===== src/rtl/rxf_pkg.sv =====
package rxf_pkg;

    typedef enum logic [1:0] {
        PKT_ASYNC = 2'b00,
        PKT_ISO   = 2'b01,
        PKT_RSV2  = 2'b10,
        PKT_RSV3  = 2'b11
    } pkt_class_e;

    typedef struct packed {
        logic accept;
        logic reject;
    } verdict_t;

    typedef struct packed {
        logic open;
    } win_state_t;

endpackage


===== src/rtl/rxf_window.sv =====
module rxf_window (
    input  logic clk,
    input  logic rst_n,
    input  logic bus_reset,
    input  logic cyc_start,
    input  logic sub_gap,
    output logic win_open
);
    import rxf_pkg::*;

    win_state_t st_d, st_q;

    always_comb begin
        st_d = st_q;
        if (bus_reset || sub_gap) begin
            st_d.open = 1'b0;
        end else if (cyc_start) begin
            st_d.open = 1'b1;
        end
    end

    always_ff @(posedge clk) begin
        if (!rst_n) begin
            st_q <= '0;
        end else begin
            st_q <= st_d;
        end
    end

    assign win_open = st_q.open;

endmodule


===== src/rtl/rxf_dest_match.sv =====
module rxf_dest_match #(
    parameter int BUS_W  = 10,
    parameter int NODE_W = 6
) (
    input  logic [BUS_W-1:0]  local_bus,
    input  logic [NODE_W-1:0] local_node,
    input  logic [BUS_W-1:0]  dst_bus,
    input  logic [NODE_W-1:0] dst_node,
    output logic              addr_hit
);
    localparam logic [NODE_W-1:0] BCAST_NODE = {NODE_W{1'b1}};

    logic bus_eq;
    logic node_eq;
    logic node_bcast;

    always_comb begin
        bus_eq     = (dst_bus == local_bus);
        node_eq    = (dst_node == local_node);
        node_bcast = (dst_node == BCAST_NODE);
        addr_hit   = bus_eq && (node_eq || node_bcast);
    end

endmodule


===== src/rtl/rxf_decide.sv =====
module rxf_decide (
    input  logic       clk,
    input  logic       rst_n,
    input  logic       hdr_valid,
    input  logic [1:0] hdr_class,
    input  logic       rx_en,
    input  logic       id_valid,
    input  logic       strict_iso,
    input  logic       win_open,
    input  logic       addr_hit,
    output logic       accept,
    output logic       reject
);
    import rxf_pkg::*;

    verdict_t   vd_d, vd_q;
    pkt_class_e cls;
    logic       keep;

    always_comb begin
        cls  = pkt_class_e'(hdr_class);
        keep = 1'b0;
        unique case (cls)
            PKT_ASYNC: keep = id_valid && addr_hit;
            PKT_ISO:   keep = !strict_iso || win_open;
            default:   keep = 1'b0;
        endcase
        keep = keep && rx_en;

        vd_d.accept = hdr_valid && keep;
        vd_d.reject = hdr_valid && !keep;
    end

    always_ff @(posedge clk) begin
        if (!rst_n) begin
            vd_q <= '0;
        end else begin
            vd_q <= vd_d;
        end
    end

    assign accept = vd_q.accept;
    assign reject = vd_q.reject;

endmodule


===== src/rtl/rx_accept_filter.sv =====
module rx_accept_filter #(
    parameter int BUS_W  = 10,
    parameter int NODE_W = 6
) (
    input  logic              clk,
    input  logic              rst_n,
    input  logic              rx_en,
    input  logic              id_valid,
    input  logic              strict_iso,
    input  logic [BUS_W-1:0]  local_bus,
    input  logic [NODE_W-1:0] local_node,
    input  logic              bus_reset,
    input  logic              cyc_start,
    input  logic              sub_gap,
    input  logic              hdr_valid,
    input  logic [1:0]        hdr_class,
    input  logic [BUS_W-1:0]  dst_bus,
    input  logic [NODE_W-1:0] dst_node,
    output logic              accept,
    output logic              reject
);
    logic win_open;
    logic addr_hit;

    rxf_window u_window (
        .clk       (clk),
        .rst_n     (rst_n),
        .bus_reset (bus_reset),
        .cyc_start (cyc_start),
        .sub_gap   (sub_gap),
        .win_open  (win_open)
    );

    rxf_dest_match #(
        .BUS_W  (BUS_W),
        .NODE_W (NODE_W)
    ) u_match (
        .local_bus  (local_bus),
        .local_node (local_node),
        .dst_bus    (dst_bus),
        .dst_node   (dst_node),
        .addr_hit   (addr_hit)
    );

    rxf_decide u_decide (
        .clk        (clk),
        .rst_n      (rst_n),
        .hdr_valid  (hdr_valid),
        .hdr_class  (hdr_class),
        .rx_en      (rx_en),
        .id_valid   (id_valid),
        .strict_iso (strict_iso),
        .win_open   (win_open),
        .addr_hit   (addr_hit),
        .accept     (accept),
        .reject     (reject)
    );

endmodule


===== config.mk =====
export PLATFORM = sky130hd
export DESIGN_NAME = rx_accept_filter
export DESIGN_NICKNAME = d
export VERILOG_FILES = /design/src/rtl/rxf_pkg.sv /design/src/rtl/rxf_window.sv /design/src/rtl/rxf_dest_match.sv /design/src/rtl/rxf_decide.sv /design/src/rtl/rx_accept_filter.sv
export SDC_FILE = /design/constraint.sdc
export NUM_CORES = 1
export LEC_CHECK = 0
export BUFFER_PORTS_ARGS = -buffer_cell sky130_fd_sc_hd__buf_2
export CAP_MARGIN = 25
export CELL_PAD_IN_SITES_DETAIL_PLACEMENT = 1
export CELL_PAD_IN_SITES_GLOBAL_PLACEMENT = 2
export CORE_ASPECT_RATIO = 1.75
export CORE_UTILIZATION = 14
export CTS_BUF_LIST = sky130_fd_sc_hd__clkbuf_4
export DETAILED_ROUTE_END_ITERATION = 8
export HOLD_SLACK_MARGIN = 0.05
export PLACE_DENSITY_LB_ADDON = 0.08
export REMOVE_ABC_BUFFERS = 1
export SYNTH_ARGS = -nofsm -noshare
export SYNTH_HDL_FRONTEND = slang
export SYNTH_SLANG_ARGS = --single-unit

===== constraint.sdc =====
create_clock -name clk -period 2.55 [get_ports clk]
set_clock_uncertainty 0.1 [all_clocks]
set_input_delay 0.255 -clock clk [delete_from_list [all_inputs] [get_ports clk]]
set_output_delay 0.255 -clock clk [all_outputs]
set_load 0.02 [all_outputs]

======== Word-level counts from Yosys, hierarchy flattened ========
Cells that the tools add are included.
storage, ports and cells
  RAM bits ................................ 0
  bits in latches ......................... 0
  flip-flop bits (word level) ............. 3
  output and inout bits ................... 2
  word-level logic and storage cells ...... 21
  ROM bits ................................ 0
  input bits .............................. 43
  memories ................................ 0
cells by class
  mux-type cells .......................... 1
  shift operators ......................... 0
  bitwise logic cells ..................... 1
  add/sub/neg operators ................... 0
  $mul .................................... 0
  reductions and logical operators ........ 12
  equality and inequality tests ........... 4
  order comparisons ....................... 0
  div/mod/pow operators ................... 0
operator list
  kind                                                                   count
  10-bit equality test                                                   1
  6-bit equality test                                                    1
  6-bit equality test, second input constant                             1
  1-bit logical AND                                                      5
  1-bit logical OR                                                       3
  2-bit by 1-bit equality test with 1-bit output, second input constant  1
  1-bit zero test                                                        2
  2-bit zero test                                                        1
  1-bit one-hot mux with 2 select lines                                  1
  2-bit OR reduction                                                     1
  1-bit NOT                                                              1

======== Longest topological paths before layout ========
Gate-level depths: netlist of run 1.
  depth in word-level cells ............... 8
  depth in mapped cells ................... 4
  depth with buffers taken out ............ 4

======== Hierarchy ========
A second synthesis of run 1 with hierarchy kept.
unflattened totals
  cell total of the unflattened synthesis .. 35
  area, all modules ....................... 311.5 um2
by module, submodules not included
  module          area each (um2)  instances  sequential area each (um2)  cells an instance
  rxf_dest_match  188.9            1          0.0                         24
  rxf_decide      83.8             1          40.0                        8
  rxf_window      38.8             1          20.0                        3

======== Worst setup path after synthesis of run 1 ========
Ideal clock, no wire load.
  path kind ............................... register -> register
  start point ............................. register u_window.st_q (netlist: u_window.win_open)
  end point ............................... register u_decide.vd_q, in the netlist u_decide.reject
  library setup time ...................... 135 ps
  path buffers ............................ 0
  required time ........................... 2315 ps
  cell stages (with the launch flop) ...... 5
  period minus slack after synthesis ...... 1180 ps
  setup slack ............................. 1370 ps
  data arrival time ....................... 946 ps
  path through ............................ dfxtp_1 > and3b_1 > nor3_1 > and4_1 > a221oi_1
between the ends
  longest elaborated chain between the ends .. 5
ends and longest elaborated chain
  element                                line              RTL
  from (decl)                            rxf_window.sv:11  win_state_t st_d, st_q;
  from (signal assigned)                 rxf_window.sv:26  st_q <= st_d;
  1-bit logical OR                       rxf_decide.sv:25  PKT_ISO: keep = !strict_iso || win_open;
  1-bit one-hot mux with 2 select lines  rxf_decide.sv:23  unique case (cls)
  1-bit logical AND                      rxf_decide.sv:28  keep = keep && rx_en;
  1-bit zero test                        rxf_decide.sv:31  vd_d.reject = hdr_valid && !keep;
  1-bit logical AND                      rxf_decide.sv:31
  to (signal assigned)                   rxf_decide.sv:38  vd_q <= vd_d;
  to (decl)                              rxf_decide.sv:16  verdict_t vd_d, vd_q;
No other way between the ends.
A chain may end at the register's enable or synchronous reset.

======== Final worst setup path of run 1 ========
Ends and elaborated chain as after synthesis.

==> results of run 1 <==
critical path, delay by kind of cell (launching register included):
| family | cells | cell delay [ns] |
|---|---|---|
| and+or+nand+nor | 3 | 0.71 |
| AOI/OAI and AO/OA | 1 | 0.07 |
| DFF | 1 | 0.32 |
per-layer routing:
| metal | track usage | part of all wire | up-vias |
|---|---|---|---|
| li1 | - | - | 238 |
| met1 | 0.0648 | 0.29 | 212 |
| met2 | 0.208 | 0.63 | 24 |
| met3 | 0.0202 | 0.073 | 0 |
| met4 | 0.0259 | 0 | 0 |
| met5 | 0 | 0 | - |
cell usage after synthesis:
cell type / count
dfxtp_1: 3
xnor2_1: 9
inv_1: 1
and4_4: 1
a22o_1: 1
nor3_1: 2
a221oi_1: 1
nand4_1: 2
xor2_1: 7
and3b_1: 1
nor4_1: 2
o22ai_1: 1
nor4b_1: 1
and4_1: 2
and3_1: 1
nor2_1: 1
nand2_1: 3
final timing paths:
path	startpoint	to	slack (ns)	cells after the start
hold / removal	bus_reset	u_window.win_open	0.09	2
setup / recovery	u_window.win_open	u_decide.reject	1.21	4
setup reg to reg	u_window.win_open	u_decide.reject	1.21	4
hold reg to reg	u_window.win_open	u_window.win_open	0.40	2
area by class of cell:
| cell class | instances | area share |
|---|---|---|
| Clock buffer | 4 | 0.0492 |
| Inverter | 1 | 0.00615 |
| Multi-Input combinational cell | 35 | 0.436 |
| Sequential cell | 3 | 0.0984 |
| Tap cell | 24 | 0.0492 |
| Timing Repair Buffer | 44 | 0.361 |
kinds of logic after synthesis:
family                 synth area share
buffers and inverters            0.0114
AND/OR/NAND/NOR                   0.311
AO/OA/AOI/OAI                    0.0720
XOR/XNOR                          0.424
flip-flops                        0.182
power breakdown:
group	total [mW]	switching [mW]	internal (mW)
sequential	0.0493	0.000440	0.0488
combinational	0.0727	0.0299	0.0428
clock	0.0903	0.0213	0.0690
total	0.212	0.0516	0.161
flip-flops by register name, indices dropped and copies added, names as in the netlist:
signal             cells
u_decide.accept        1
u_decide.reject        1
u_window.win_open      1
==> results.json, run 1 <==
{
  "status": "completed",
  "postSynthCellCount": 39,
  "vias": 474,
  "synth_top_area_cell": "xnor2_1",
  "slew_headroom": 0.770,
  "critPathCaptureType": "flop",
  "dpl_worst_slack_ns": 1.15,
  "post_cts_buffers": 0,
  "synth_area_per_cell_um2": 8.47,
  "h-tree-depth": 1,
  "grt_overflow_total": 0,
  "area_growth_pct": 84.8,
  "avgRoutedWirePerCell_um": 10.2,
  "fin_crit_sh": 0.527,
  "drtAntennaViolNets": 0,
  "fill_cells": 285,
  "synth-seq-cells": 3,
  "clockRootBuffer": "clkbuf_4",
  "fmax_mhz": 745,
  "multiInputGateArea_um2": 267,
  "drive_gt1_frac": 0.563,
  "final_cells": 111,
  "slowest_stage": "dfxtp_1",
  "tightest_slew_ns": 0.342,
  "rows": 22,
  "die_w_um": 38.7,
  "coreArea_mm2": 0.00217,
  "drc": 0,
  "cts_buffers": 3,
  "start_util": 0.152,
  "ctsHoldBuffers": 0,
  "drt_wl_total_mm": 1.13,
  "layout.area.seq_um2": 60.1,
  "cts_buffer_depth": 2,
  "stdcell_area_um2": 611,
  "synth_area_leaders": "xnor2_1 (24%), xor2_1 (19%), dfxtp_1 (18%)",
  "synth_top_area_share": 0.239,
  "fin_tns_setup_ns": 0,
  "first_global_vias": 485,
  "vias_per_cell": 4.27,
  "gp_congestion": 0.584,
  "numClockSinks": 3,
  "path_cells": "and3b_1, nor3_1, and4_1, a221oi_1",
  "cts.reportedPaths.clkPinSlew_ns": 0.03,
  "final_util": 0.281,
  "gr-usage-all-layers": 0.0936,
  "placed_cell_area_um2": 581,
  "crit_fanout": 3,
  "io_buffers": 44,
  "dp_cells": 107,
  "die_area_mm2": 0.00257,
  "power.leakage_nw": 0.315,
  "ios": 45,
  "cts.repair.resized": 0,
  "total_power_uw": 212,
  "crit_required_ns": 2.54,
  "dieHeight_um": 66.3,
  "grt_max_degree": 4,
  "drt_iter0_drc": 10,
  "grt_antenna_before_repair": 0,
  "hold_viol_final": 0,
  "hold_path_class": "primary input to flop",
  "post-route-min-period_ns": 1.34,
  "critPathMaxStageDelay_ns": 0.32,
  "whs_ns": 0.0915,
  "nets": 131,
  "rsz0062_at_grt": "no",
  "setup_viol": 0,
  "layout_setup_ws_ns": 1.21,
  "final_common_cell": "buf_2",
  "dr.pass1.iters": 2,
  "clk-insertion-delay-late_ns": 0.23,
  "power_density_mw_per_mm2": 348,
  "cts_tree": "done",
  "diodes": 0,
  "critPathKind": "flop to flop",
  "layout_common_cells": "buf_2 (44), xnor2_1 (9), xor2_1 (7)",
  "ys_types": 17,
  "yosys_warnings": 0,
  "seq_area_frac_synth": 0.182,
  "ir_drop_mv": 0.119,
  "grt_pass1_wl_mm": 1.71,
  "start_kind": "flop",
  "critPathArrivalTime_ns": 1.33,
  "netlist_area_um2": 330,
  "final_max_slew_viol_count": 0,
  "cap_violations": 0
}
(Power assumes the default switching activity.)
==> run 2: changes to the inputs <==
- ABC_AREA: not set -> 1
- clock period: 2.55 -> 1.4 ns (I/O delays scaled with it)
==> results.json, run 2 <==
{
  "critPathCaptureType": "flop",
  "rsz0062_at_grt": "no",
  "final_cells": 188,
  "drt_wl_total_mm": 1.52,
  "drc": 0,
  "ios": 45,
  "coreArea_mm2": 0.00299,
  "grt_max_degree": 4,
  "postSynthCellCount": 96,
  "power.leakage_nw": 0.530,
  "rr_worst_depth": 6,
  "layout_setup_ws_ns": 0.347,
  "setup_viol": 0,
  "whs_path_depth": 3,
  "slew_headroom": 0.829,
  "drive_gt1_frac": 0.356,
  "vias_per_cell": 3.72,
  "post-route-min-period_ns": 1.05,
  "yosys_warnings": 0,
  "start_kind": "primary input",
  "crit_fanout": 1,
  "seq_area_frac_synth": 0.134,
  "hold_path_class": "primary input to flop",
  "ir_drop_mv": 0.234,
  "async_reset_ff_frac": 0,
  "hpwlAfterDp_mm": 1.45,
  "drtAntennaViolNets": 0,
  "slowest_stage": "dlygate4sd3_1",
  "dp_cells": 182,
  "yosys-top-cells-count": "nand2_1 (42), inv_1 (23), nor2_1 (13)",
  "cts_tree": "done",
  "first_global_vias": 729,
  "rows": 26,
  "vias": 699,
  "synth_top_area_cell": "nand2_1",
  "cap_violations": 0,
  "whs_endpoint": "u_decide.accept",
  "dpl_worst_slack_ns": 0.277,
  "synthFlopType": "dfxtp_1",
  "fin_crit_sh": 0.752,
  "layout_common_cells": "buf_2 (44), nand2_1 (42), inv_1 (23)",
  "tightest_slew_ns": 0.254,
  "power_density_mw_per_mm2": 536,
  "r2r-end": "u_decide.accept",
  "grt_antenna_before_repair": 0,
  "h-tree-depth": 1,
  "crit_required_ns": 1.43,
  "synth-seq-cells": 3,
  "cts.reportedPaths.clkPinSlew_ns": 0.04,
  "cts_buffer_depth": 2,
  "io_buffers": 44,
  "final_common_cell": "buf_2",
  "area_growth_pct": 71.9,
  "r2r_setup_slack_ns": 0.49,
  "start_util": 0.150,
  "final_max_slew_viol_count": 0,
  "fmax_mhz": 950,
  "hold_viol_final": 0,
  "nets": 190,
  "path_cells": "dlygate4sd3_1, buf_2, nor4b_1",
  "synth_area_per_cell_um2": 4.68,
  "worstReg2RegStart": "u_window.win_open",
  "critPathArrivalTime_ns": 1.08,
  "synth_area_leaders": "nand2_1 (35%), inv_1 (19%), dfxtp_1 (13%)",
  "grt_overflow_total": 0,
  "status": "completed",
  "dieHeight_um": 76.9,
  "diodes": 0,
  "yosysMostFrequentCell": "nand2_1",
  "grt_pass1_wl_mm": 2.50,
  "die_w_um": 44.8,
  "netlist_area_um2": 449,
  "gp_congestion": 0.693,
  "synth_edf_count": 0,
  "cts_buffers": 3,
  "gr-usage-all-layers": 0.0938,
  "synth_top_area_share": 0.351,
  "ys_types": 14,
  "numClockSinks": 3,
  "drt_iter0_drc": 6,
  "critPathMaxStageDelay_ns": 0.53,
  "clockRootBuffer": "clkbuf_4",
  "worstHoldStart": "hdr_valid",
  "avgRoutedWirePerCell_um": 8.10,
  "dr.pass1.iters": 2,
  "fin_tns_setup_ns": 0,
  "clk-insertion-delay-late_ns": 0.23,
  "die_area_mm2": 0.00345,
  "cts.repair.resized": 0,
  "critPathKind": "primary input to flop"
}
run 2: repair_timing:
item | in CTS | in global routing
hold endpoints to repair | 1 | 0
setup buffers | 0 | 0
hold buffers | 2 | 0
run 2: worst max-delay path by stage:
stage,startpoint,to
after global placement,local_bus[3],u_decide.accept
after detailed placement,dst_bus[3],u_decide.accept
final,sub_gap,u_window.win_open
after CTS,sub_gap,u_window.win_open
after global routing,sub_gap,u_window.win_open
after floorplan,dst_bus[0],u_decide.accept
run 2: layout make-up:
cell class,count,area [um^2]
Timing Repair Buffer,46,240
Multi-Input combinational cell,68,295
Sequential cell,3,60.1
Tap cell,42,52.6
Fill cell,439,2220
Clock buffer,4,30.0
Inverter,25,93.8
run 2: kinds of logic (layout without fill, tap and decap cells):
logic type | count (synthesis) | after routing | share of synthesized area
AOI/OAI and AO/OA | 2 | 2 | 0.0223
xor gates and xnor gates | 3 | 3 | 0.0585
buffers and inverters | 25 | 75 | 0.209
DFF | 3 | 3 | 0.134
and+or+nand+nor | 63 | 63 | 0.577
run 2: power breakdown:
| part | internal (mW) | switching, mW |
|---|---|---|
| Combinational | 0.0791 | 0.0748 |
| Clock | 0.126 | 0.0441 |
| Sequential | 0.0889 | 0.00103 |
run 2: critical path: cells and delay by family:
| family | cells | cell delay (ns) |
|---|---|---|
| buffers and inverters | 2 | 0.65 |
| and+or+nand+nor | 1 | 0.29 |
run 2: per-layer routing:
layer,global-route usage,share of wire,up-vias
met4,0.0364,0,0
met1,0.0695,0.30,302
li1,-,-,374
met3,0.00706,0.048,0
met5,0,0,-
met2,0.209,0.65,23
run 2: per-stage QoR:
step	total power, mW	area (um^2)	util	hold WS (ns)
6_report	0.414	772	0.258	0.0853
5_1_grt	0.452	772	0.258	0.0886
4_1_cts	0.425	772	0.258	0.0892
3_5_place_dp	0.246	722	0.241	0.212
3_3_place_gp	0.241	722	0.241	0.205
2_1_floorplan	0.161	449	-	0.117
==> run 3: changes to the inputs <==
- ABC_AREA: 1 -> 0
- CORE_UTILIZATION: 14 -> 12
- clock period: 1.4 -> 0.9 ns (I/O delays scaled with it)
==> results.json, run 3 (synthesis results as in run 1) <==
{
  "grt_pass1_wl_mm": 1.90,
  "start_util": 0.129,
  "layout_setup_ws_ns": -0.298,
  "vias_per_cell": 4.17,
  "clk-insertion-delay-late_ns": 0.23,
  "p_int_uw": 480,
  "final_util": 0.272,
  "crit_fanout": 2,
  "start_kind": "flop",
  "p_seq_frac": 0.217,
  "h-tree-depth": 1,
  "rr_worst_depth": 4,
  "grt_antenna_before_repair": 0,
  "cap_violations": 0,
  "drt_wl_total_mm": 1.25,
  "vias": 505,
  "nets": 139,
  "violations": "hold timing, setup timing",
  "worstHoldStart": "sub_gap",
  "drtAntennaViolNets": 0,
  "power.leakage_nw": 0.358,
  "cts.reportedPaths.clkPinSlew_ns": 0.04,
  "ios": 45,
  "critPathKind": "flop to flop",
  "gr-usage-all-layers": 0.0817,
  "diodes": 0,
  "cts_buffer_depth": 2,
  "first_global_vias": 513,
  "die_area_mm2": 0.00297,
  "avgRoutedWirePerCell_um": 10.4,
  "whs_ns": -0.0942,
  "crit_required_ns": 0.93,
  "dr.pass1.iters": 3,
  "post-route-min-period_ns": 1.20,
  "hpwlAfterDp_mm": 1.19,
  "cts_tree": "done",
  "final_max_slew_viol_count": 0,
  "critPathMaxStageDelay_ns": 0.31,
  "power_density_mw_per_mm2": 929,
  "worstReg2RegStart": "u_window.win_open",
  "tightest_slew_ns": 0.341,
  "drt_iter0_drc": 1,
  "clockRootBuffer": "clkbuf_4",
  "hold_viol_final": 1,
  "rsz0062_at_grt": "yes",
  "whs_path_depth": 2,
  "ir_drop_mv": 0.219,
  "clkPwrFrac": 0.416,
  "fmax_mhz": 835,
  "status": "finished, violations left",
  "critPathCaptureType": "flop",
  "p_comb_frac": 0.367,
  "grt_max_degree": 3,
  "cts_buffers": 3,
  "whs_endpoint": "u_window.win_open",
  "gp_congestion": 0.708,
  "drive_gt1_frac": 0.653,
  "io_buffers": 44,
  "dieHeight_um": 71.4,
  "path_cells": "and3b_2, nor4_2, and4_1, a22o_1",
  "slew_headroom": 0.770,
  "final_common_cell": "buf_2",
  "drc": 0,
  "coreArea_mm2": 0.00255,
  "r2r_setup_slack_ns": -0.30,
  "p_sw_frac": 0.255,
  "power_switching_uw": 164,
  "die_w_um": 41.7,
  "layout_common_cells": "buf_2 (44), xnor2_1 (9), buf_4 (8)",
  "r2r-end": "u_decide.accept",
  "grt_overflow_total": 0,
  "rows": 24,
  "slowest_stage": "dfxtp_2",
  "area_growth_pct": 110,
  "numClockSinks": 3,
  "fin_crit_sh": 1.33,
  "critPathArrivalTime_ns": 1.22,
  "hold_path_class": "primary input to flop",
  "total_power_uw": 644,
  "setup_viol": 2
}
## run 3: cell types whose count changed in the layout (fill, tap and decap cells not counted), moves of 3 or more
cell,previous run,this run
nor2_1,13,1
nand2_1,42,3
buf_4,0,8
inv_1,23,1
nand3_1,3,0
xor2_1,3,7
xnor2_1,0,9
## run 3: cell type report
cell class | count | area [um^2]
clock buffers | 4 | 30.0
fillers | 336 | 1860
inverters | 1 | 3.75
multi-input cells | 35 | 285
flip-flops and latches | 3 | 61.3
well taps | 26 | 32.5
repair buffers | 52 | 280
## run 3: worst max-delay path by stage
stage | startpoint | end | slack [ns] | cells past startpoint
global placement | local_bus[9] | u_decide.reject | -0.39 | 5
detailed placement | local_bus[9] | u_decide.reject | -0.41 | 5
CTS | u_window.win_open | u_decide.reject | -0.32 | 4
floorplan | u_window.win_open | u_decide.reject | -0.28 | 4
finish | u_window.win_open | u_decide.accept | -0.30 | 4
global route | u_window.win_open | u_decide.reject | -0.36 | 4
## run 3: stage by stage
stage	instance area, um^2	hold WS [ns]	setup TNS [ns]	std cells	setup WS (ns)
after floorplan	330	0.0667	-0.519	39	-0.280
after global placement	643	0.163	-0.752	117	-0.387
after global routing	693	-0.0973	-0.704	121	-0.357
after detailed placement	643	0.158	-0.774	117	-0.412
after CTS	693	-0.106	-0.612	121	-0.319
final	693	-0.0942	-0.593	121	-0.298
## run 3: routing by layer
metal  part of all wire  routed length [um]  GRT usage  vias to the layer above
li1                   -                   -          -                      254
met1               0.28                 348     0.0630                      221
met2               0.62                 772      0.165                       26
met3              0.071                  89     0.0151                        4
met4              0.035                  44     0.0645                        0
met5                  0                   0          0                        -
## run 3: worst max-delay path: cells and delay by family, from the launching register on
family | cells | cell delay (ns)
flops | 1 | 0.31
simple gates | 3 | 0.48
compound gates | 1 | 0.20
## run 3: power groups by stage
stage / sequential [mW] / clock (mW) / combinational (mW)
after floorplan: 0.146 / 0 / 0.0816
after global placement: 0.142 / 0 / 0.232
final: 0.140 / 0.268 / 0.236
after detailed placement: 0.142 / 0 / 0.235
after CTS: 0.140 / 0.288 / 0.242
after global routing: 0.140 / 0.293 / 0.263
## run 3: timing repair
item                       in CTS  in global routing
buffers inserted                0                  0
hold endpoints to repair        2                  1
gates resized for setup         5                  0
setup endpoints to repair       2                  2
pin swaps                       2                  2
